[config.mk]
export PLATFORM = sky130hd
export DESIGN_NAME = timekeep_core
export DESIGN_NICKNAME = d
export VERILOG_FILES = /design/src/rtl/tk_pkg.sv /design/src/rtl/tk_edge_detect.sv /design/src/rtl/tk_bcd_pair.sv /design/src/rtl/timekeep_core.sv
export SDC_FILE = /design/constraint.sdc
export NUM_CORES = 1
export LEC_CHECK = 0
export BUFFER_PORTS_ARGS = -buffer_cell sky130_fd_sc_hd__buf_4
export CAP_MARGIN = 30
export CORE_ASPECT_RATIO = 1.2
export CORE_MARGIN = 1
export CORE_UTILIZATION = 41
export CTS_BUF_LIST = sky130_fd_sc_hd__clkbuf_8
export DETAILED_ROUTE_END_ITERATION = 7
export RECOVER_POWER = 25
export REMOVE_ABC_BUFFERS = 1
export SKIP_CTS_REPAIR_TIMING = 1
export SLEW_MARGIN = 20
export SYNTH_ARGS = -nofsm -noshare
export SYNTH_HDL_FRONTEND = slang
export SYNTH_SLANG_ARGS = --single-unit
[constraint.sdc]
create_clock -name clk -period 2 [get_ports clk]
set_input_delay 0.3 -clock clk [delete_from_list [all_inputs] [get_ports clk]]
set_output_delay 0.3 -clock clk [all_outputs]
set_load 0.01 [all_outputs]
[src/rtl/tk_pkg.sv]
package tk_pkg;
    localparam int DIGIT_W = 4;
    typedef logic [DIGIT_W-1:0] bcd_t;
    typedef enum logic {EDGE_LOW, EDGE_HIGH} edge_state_e;
endpackage

[src/rtl/tk_edge_detect.sv]
module tk_edge_detect #(
    parameter int SYNC_STAGES = 2
) (
    input  logic clk,
    input  logic rst,
    input  logic async_in,
    output logic pulse
);
    import tk_pkg::*;

    logic [SYNC_STAGES-1:0] sync_q;
    edge_state_e            state_q, state_d;
    logic                   level;

    assign level = sync_q[SYNC_STAGES-1];

    always_ff @(posedge clk) begin
        if (rst) sync_q <= '0;
        else     sync_q <= {sync_q[SYNC_STAGES-2:0], async_in};
    end

    // state register
    always_ff @(posedge clk) begin
        if (rst) state_q <= EDGE_LOW;
        else     state_q <= state_d;
    end

    // next state
    always_comb begin
        state_d = state_q;
        unique case (state_q)
            EDGE_LOW:  if (level)  state_d = EDGE_HIGH;
            EDGE_HIGH: if (!level) state_d = EDGE_LOW;
        endcase
    end

    // outputs
    always_comb begin
        pulse = 1'b0;
        unique case (state_q)
            EDGE_LOW:  pulse = level;
            EDGE_HIGH: pulse = 1'b0;
        endcase
    end
endmodule

[src/rtl/tk_bcd_pair.sv]
module tk_bcd_pair #(
    parameter int UNITS_LAST = 9,
    parameter int WRAP_TENS  = 5,
    parameter int WRAP_UNITS = 9
) (
    input  logic          clk,
    input  logic          rst,
    input  logic          en,
    output tk_pkg::bcd_t  units,
    output tk_pkg::bcd_t  tens,
    output logic          carry
);
    import tk_pkg::*;

    localparam bcd_t U_LAST = bcd_t'(UNITS_LAST);
    localparam bcd_t T_WRAP = bcd_t'(WRAP_TENS);
    localparam bcd_t U_WRAP = bcd_t'(WRAP_UNITS);

    logic at_wrap;
    assign at_wrap = (tens == T_WRAP) && (units == U_WRAP);
    assign carry   = en && at_wrap;

    always_ff @(posedge clk) begin
        if (rst) begin
            units <= '0;
            tens  <= '0;
        end else if (en) begin
            if (at_wrap) begin
                units <= '0;
                tens  <= '0;
            end else if (units == U_LAST) begin
                units <= '0;
                tens  <= tens + 1'b1;
            end else begin
                units <= units + 1'b1;
            end
        end
    end
endmodule

[src/rtl/timekeep_core.sv]
module timekeep_core #(
    parameter int SYNC_STAGES = 2,
    parameter bit PRESCALE_EN = 1'b1
) (
    input  logic       clk,
    input  logic       rst,
    input  logic       line_in,
    output logic       sec_tick,
    output logic [3:0] hr_tens,
    output logic [3:0] hr_units,
    output logic [3:0] min_tens,
    output logic [3:0] min_units,
    output logic [3:0] sec_tens,
    output logic [3:0] sec_units
);
    import tk_pkg::*;

    logic edge_pulse;
    logic sec_en, sec_carry, min_carry, hr_carry;

    tk_edge_detect #(.SYNC_STAGES(SYNC_STAGES)) u_edge (
        .clk(clk), .rst(rst), .async_in(line_in), .pulse(edge_pulse)
    );

    generate
        if (PRESCALE_EN) begin : g_pre
            bcd_t pre_u, pre_t;
            tk_bcd_pair #(.UNITS_LAST(9), .WRAP_TENS(5), .WRAP_UNITS(9)) u_pre (
                .clk(clk), .rst(rst), .en(edge_pulse),
                .units(pre_u), .tens(pre_t), .carry(sec_en)
            );
        end else begin : g_nopre
            assign sec_en = edge_pulse;
        end
    endgenerate

    assign sec_tick = sec_en;

    tk_bcd_pair #(.UNITS_LAST(9), .WRAP_TENS(5), .WRAP_UNITS(9)) u_sec (
        .clk(clk), .rst(rst), .en(sec_en),
        .units(sec_units), .tens(sec_tens), .carry(sec_carry)
    );

    tk_bcd_pair #(.UNITS_LAST(9), .WRAP_TENS(5), .WRAP_UNITS(9)) u_min (
        .clk(clk), .rst(rst), .en(sec_carry),
        .units(min_units), .tens(min_tens), .carry(min_carry)
    );

    tk_bcd_pair #(.UNITS_LAST(9), .WRAP_TENS(2), .WRAP_UNITS(3)) u_hr (
        .clk(clk), .rst(rst), .en(min_carry),
        .units(hr_units), .tens(hr_tens), .carry(hr_carry)
    );
endmodule

==> reports/qor.yml, run 1 <==
sta:
  hold-worst-slack_ns: 0.2267
  unrepaired_setup_endpoints_after_global_routing: "no"
  clock-skew-final_ns: 0.003817
  total_negative_setup_slacks_ns: 0
  count_of_final_max_slew_check_failures: 0
  worstMarginPinSlew_ns: 0.3699
  slew_headroom_pct: 75.34
  period_share_pct: 95.11
  finalCriticalPeriod_ns: 1.902
  timing.final.ws_setup_ns: 0.09789
  fmaxAchievable_ghz: 0.5257
  setup_viol_count_final: 0
  timing.final.hold_violations: 0
global_route:
  grt_overflow_total: 0
  grtUsageMet3_pct: 3.788
  grt_first_pass_wirelength_um: 5520
  grt_start_max_net_pins: 36
  antenna_found_initial: 0
  grtUsageMet2_pct: 25.48
  grt_usage_pct: 15.14
  grt_pass1_vias: 1225
  grt_busiest_layer: "met2"
  use_met1_pct: 18.15
setup_path:
  worst_setup_path_end_kind: "output port"
  critical_path.startpoint_type: "flip-flop"
  timing.critical_path.slowest_cell_delay_ns: 0.34
  cp_data_arrival_time_ns: 1.60
  critical_path_class: "reg -> out"
  crit_path_frequent_cell: "buf_4"
  crit_path_top_delay_cell: "dfxtp_1"
  cell_by_cell_listing_of_the_critical_path: "inv_1, ha_1, nand3b_4, nor3_4, buf_4, buf_4"
  critPathRequiredTime_ns: 1.70
  critical_path_peak_fanout: 6
finish:
  area_growth_syn_to_layout_pct: 18.91
  n_antenna_cell: 0
  layout.filler_cells: 430
  multi_input_comb_area_um2: 1064
  stdcell_area_um2: 2156
  layout.area.seq_um2: 701.9
  finalNetCount: 254
  layout-drive-gt1-share_pct: 17.52
floorplan:
  placement_rows: 26
  design.core.area_um2: 4262
  fp.dieH_um: 74.85
  initial_core_util_pct: 42.54
  io_pins: 28
  dieArea_um2: 4693
  die_width_um: 62.71
drt:
  totalWireLength_um: 3315
  drt_iter0_markers: 53
  detail-route-antenna-nets: 0
  detail_route.wl_per_cell_um: 11.43
  drc_errors: 0
  dr_total_vias: 1485
  viasPerCell: 5.121
  drtPass1Iterations: 4
yosys:
  postSynthCellCount: 199
  synth.cell_area_um2: 1813
  synthTopCellsByArea: "dfxtp_1 (39%), ha_1 (11%), a21oi_1 (4.1%), nor2_1 (3.7%), nand2_1 (3.5%)"
  post_synthesis_register_bit_count: 35
  synth_top_area_cell: "dfxtp_1"
  netlist-cell-type-count: 33
  post_synth.cell_area_avg_um2: 9.110
  number_of_warnings_issued_by_yosys: 0
  synth_top_area_share_pct: 38.65
  seq_area_frac_synth_pct: 38.65
cts:
  cts.sinks: 35
  clock_pin_transition_on_the_worst_setup_and_hold_timing_paths_ns: 0.06
  worst_skew_pair.late_latency_ns: 0.28
  cts_tree: "yes"
  cts-buffers-inserted: 5
  cts-root-to-sink-buffers: 2
  clock_tree.htree_level_count: 2
  clk_root_buffer_cell: "clkbuf_8"
placement:
  pre_cts_ws_ns: 0.1300
  weighted_congestion_reported_at_the_end_of_routability_driven_placement: 0.8276
  place_area_um2: 2111
  dp_hpwl_um: 2335
  i_o_buffers: 27
power:
  vdd.ir_drop.worst_v: 0.0002802
  power.static_leakage_nw: 0.9221
  power_density_nw_per_um2: 550.7
flow_run:
  max_cap_viol_count: 0
status:
  status: "completed"
worst_hold_path:
  hold_path.class: "in -> reg"
## cell families after synthesis
group / synth area share [%]
multiplexers: 3.313
XOR/XNOR: 3.382
flip-flops: 38.65
buffers and inverters: 2.967
adder cells (fa/ha/maj): 11.04
AO/OA/AOI/OAI: 9.110
AND/OR/NAND/NOR: 31.54
## registers in the layout, indices dropped and copies added, names as in the netlist
signal and count:
u_min.units 4, g_pre.u_pre.units 4, u_edge.state_q 1, g_pre.u_pre.tens 4
u_min.tens 4, u_hr.tens 4, u_edge.sync_q 2, u_hr.units 4
u_sec.tens 4, u_sec.units 4
## Yosys cell counts
library cell	instances
a31o_2	1
nand2_1	17
a21oi_2	1
xnor2_1	3
nor4_4	1
nand4_1	4
or4_1	2
buf_2	1
nand3_1	5
mux2i_1	6
a2111oi_0	3
a21oi_1	15
inv_1	9
nor2_1	18
ha_1	16
nor3b_2	1
nand2b_4	1
nand3b_4	3
nor3_4	2
clkbuf_1	4
o21ai_0	8
a31oi_1	1
and3b_1	2
nand2b_1	1
nor3_1	12
xor2_1	4
or3_1	10
nand3_2	1
and3_1	3
nand3b_1	3
nor2b_1	5
nor4_1	1
dfxtp_1	35
## final timing paths
| path | startpoint | to | slack, ns | cells past startpoint |
|---|---|---|---|---|
| hold reg to reg | u_edge.sync_q[0] | u_edge.sync_q[1] | 0.44 | 1 |
| setup / recovery | g_pre.u_pre.units[1] | sec_tick | 0.1 | 6 |
| hold / removal | line_in | u_edge.sync_q[0] | 0.23 | 2 |
| setup reg to reg | g_pre.u_pre.units[1] | u_hr.units[2] | 0.15 | 7 |
## placed cells by master (no fill, tap or decap), drive strengths merged, types with 3 or more instances in the layout
cell type | synthesis | routed
a2111oi | 3 | 3
a21oi | 16 | 16
and3 | 3 | 3
buf | 1 | 23
clkbuf | 4 | 16
dfxtp | 35 | 35
ha | 16 | 16
inv | 9 | 10
mux2i | 6 | 6
nand2 | 17 | 17
nand3 | 6 | 6
nand3b | 6 | 6
nand4 | 4 | 4
nor2 | 18 | 18
nor2b | 5 | 5
nor3 | 14 | 14
o21ai | 8 | 8
or3 | 10 | 10
xnor2 | 3 | 3
xor2 | 4 | 4
## routing by layer
| metal | vias to the layer above | routed length, um |
|---|---|---|
| li1 | 772 | - |
| met1 | 678 | 1598 |
| met3 | 7 | 116 |
| met4 | 0 | 73 |
| met5 | - | 0 |
| met2 | 28 | 1527 |
## worst max-delay path, delay by kind of cell (launching register included)
kind | cells | cell delay, ns
and+or+nand+nor | 2 | 0.44
DFF | 1 | 0.34
adders and majority gates | 1 | 0.17
buffers and inverters | 3 | 0.37
## area by class of cell
cell class	instances	share of cell area (%)
clock buffers	5	3.192
clock inverters	1	0.1741
inverters	9	1.567
multi-input cells	150	49.33
flip-flops and latches	35	32.56
well taps	56	3.250
repair buffers	34	9.925
## per-stage QoR
step	total power [W]	cells	util [%]
5_1_grt	0.001244	290	50.59
3_5_place_dp	0.0007465	283	49.53
3_3_place_gp	0.0007466	283	49.53
6_report	0.001187	290	50.59
2_1_floorplan	0.0007305	194	-
4_1_cts	0.001209	289	51.23
## power by group
group / switching, W / internal [W]
registers: 0.00000442 / 0.000702
logic: 0.0000151 / 0.00000865
clock network: 0.000230 / 0.000227
Note: power is estimated with default switching activity, not from simulation.
==> run 2, diff against run 1 <==
--- a/constraint.sdc
+++ b/constraint.sdc
@@ -3,2 +3,2 @@
 set_output_delay 0.3 -clock clk [all_outputs]
-set_load 0.01 [all_outputs]
+set_load 0.1 [all_outputs]
==> reports/qor.yml, run 2 (same netlist as run 1, synthesis figures left out) <==
floorplan:
  placement_rows: 26  # unchanged
  dieArea_um2: 4693  # unchanged
  die_width_um: 62.71  # unchanged
  initial_core_util_pct: 42.54  # unchanged
  io_pins: 28  # unchanged
  fp.dieH_um: 74.85  # unchanged
  design.core.area_um2: 4262  # unchanged
setup_path:
  cell_by_cell_listing_of_the_critical_path: "inv_1, ha_1, nand3b_4, nor3_4, buf_4, nand3_1, or4_1, a21oi_1"
  cp_data_arrival_time_ns: 2.13  # +0.53 ns
  critical_path.startpoint_type: "flip-flop"
  r2r_slack_ns: 0.08  # -0.07 ns
  endpoint: "u_min.tens[3]"
  crit_path_top_delay_cell: "or4_1"
  reg2regPathDepth: 8  # +1
  crit-reg2reg-capture: "u_min.tens[3]"
  worst_setup_path_end_kind: "flip-flop"
  critPathRequiredTime_ns: 2.21  # +0.51 ns
  worstSetupStartpoint: "g_pre.u_pre.units[1]"
  critical_path_class: "reg -> reg"
  critical_path_peak_fanout: 6  # unchanged
  timing.critical_path.slowest_cell_delay_ns: 0.47  # +0.13 ns
  r2r-start: "g_pre.u_pre.units[1]"
placement:
  pre_cts_ws_ns: 0.1011  # -0.02894 ns
  dp_hpwl_um: 2343  # +0.34%
  placedCellCount: 284  # +0.35%
  i_o_buffers: 27  # unchanged
  place_area_um2: 2118  # +0.36%
  weighted_congestion_reported_at_the_end_of_routability_driven_placement: 0.7626  # -7.9%
sta:
  count_of_final_max_slew_check_failures: 0  # unchanged
  setup_viol_count_final: 0  # unchanged
  timing.final.ws_setup_ns: 0.08452  # -0.01338 ns
  timing.final.hold_violations: 0  # unchanged
  finalCriticalPeriod_ns: 1.915  # +0.01338 ns
  worstMarginPinSlew_ns: 0.5418  # +0.1719 ns
  slew_headroom_pct: 64.03  # -11 points
  fmaxAchievable_ghz: 0.5221  # -0.70%
  unrepaired_setup_endpoints_after_global_routing: "yes"
  period_share_pct: 95.77  # +0.67 points
  clock-skew-final_ns: 0.004331  # +0.0005138 ns
status:
  status: "completed"
cts:
  worst_skew_pair.late_latency_ns: 0.29  # about the same
  cts-root-to-sink-buffers: 2  # unchanged
  cts.sinks: 35  # unchanged
  clock_pin_transition_on_the_worst_setup_and_hold_timing_paths_ns: 0.07  # about the same
  cts-buffers-inserted: 5  # unchanged
  clock_tree.htree_level_count: 2  # unchanged
  clk_root_buffer_cell: "clkbuf_8"
  cts_tree: "yes"
drt:
  viasPerCell: 4.973  # -2.9%
  drc_errors: 0  # unchanged
  dr_total_vias: 1472  # -0.88%
  drt_iter0_markers: 52  # -1.9%
  detail-route-antenna-nets: 0  # unchanged
  detail_route.wl_per_cell_um: 11.34  # -0.76%
  totalWireLength_um: 3358  # +1.3%
  drtPass1Iterations: 4  # unchanged
finish:
  layout_common_cells: "dfxtp_1 (34), buf_4 (24), nor2_1 (18)"
  layout-drive-gt1-share_pct: 24.17  # +6.6 points
  n_antenna_cell: 0  # unchanged
  layout.filler_cells: 428  # -0.47%
  post_layout_nonfiller_instances: 296  # +2.1%
  most_common_library_cell_in_the_layout_ignoring_fill_and_taps: "dfxtp_1"
  area_growth_syn_to_layout_pct: 23.46
  stdcell_area_um2: 2238  # +3.8%
  finalNetCount: 258  # +1.6%
global_route:
  grt_pass1_vias: 1276  # +4.2%
  grt_usage_pct: 15.15  # about the same
  grt_first_pass_wirelength_um: 5575  # +1.0%
  antenna_found_initial: 0  # unchanged
  grt_start_max_net_pins: 36  # unchanged
  grt_overflow_total: 0  # unchanged
power:
  power.static_leakage_nw: 0.9943  # +7.8%
  vdd.ir_drop.worst_v: 0.0003612  # +29%
  power_density_nw_per_um2: 538.6  # -2.2%
worst_hold_path:
  hold_path.class: "in -> reg"
flow_run:
  max_cap_viol_count: 0  # unchanged
run 2: critical path, delay by kind of cell (launching register included):
family,cells,cell delay (ns)
AO/OA/AOI/OAI,1,0.17
adder cells (fa/ha/maj),1,0.18
buffers and inverters,2,0.23
flip-flops,1,0.34
AND/OR/NAND/NOR,4,0.92
run 2: area by class of cell:
type	count	area, um2	area share, %
Timing Repair Buffer	38	277.8	12.41
Sequential cell	35	701.9	31.36
Clock inverter	3	12.51	0.5590
Inverter	9	33.78	1.509
Tap cell	56	70.07	3.130
Multi-Input combinational cell	150	1074	47.96
Clock buffer	5	68.82	3.074
run 2: worst min-delay path by stage:
stage,from,endpoint,slack [ns],cells after the start
2_1_floorplan,rst,u_sec.tens[3],0.36,1
3_3_place_gp,u_edge.sync_q[0],u_edge.sync_q[1],0.43,1
3_5_place_dp,u_edge.sync_q[0],u_edge.sync_q[1],0.43,1
4_1_cts,line_in,u_edge.sync_q[0],0.22,2
5_1_grt,line_in,u_edge.sync_q[0],0.24,2
6_report,line_in,u_edge.sync_q[0],0.22,2
run 2: metrics by stage:
step                      setup TNS [ns]  hold slack, ns  power [W]  utilization [%]
after floorplan                   -10.63          0.3624  0.0007305                -
after global placement                 0          0.4307  0.0007485            49.71
after detailed placement               0          0.4342  0.0007489            49.71
after CTS                        -0.1961          0.2218   0.001222            51.61
after global routing            -0.06251          0.2392   0.001262            52.53
final                                  0          0.2241   0.001206            52.53
run 2: per-layer routing:
metal | global-route usage, % | vias up | wire, um
li1 | - | 777 | -
met4 | 6.977 | 0 | 71
met5 | 0 | - | 0
met1 | 19.18 | 671 | 1610
met2 | 24.03 | 18 | 1564
met3 | 4.394 | 6 | 111
run 2: report_power, final:
| group | switching, W | leakage [nW] | internal [W] |
|---|---|---|---|
| Sequential | 0.00000331 | 0.283 | 0.000702 |
| Clock | 0.000240 | 0.0505 | 0.000234 |
| Combinational | 0.0000170 | 0.661 | 0.0000102 |
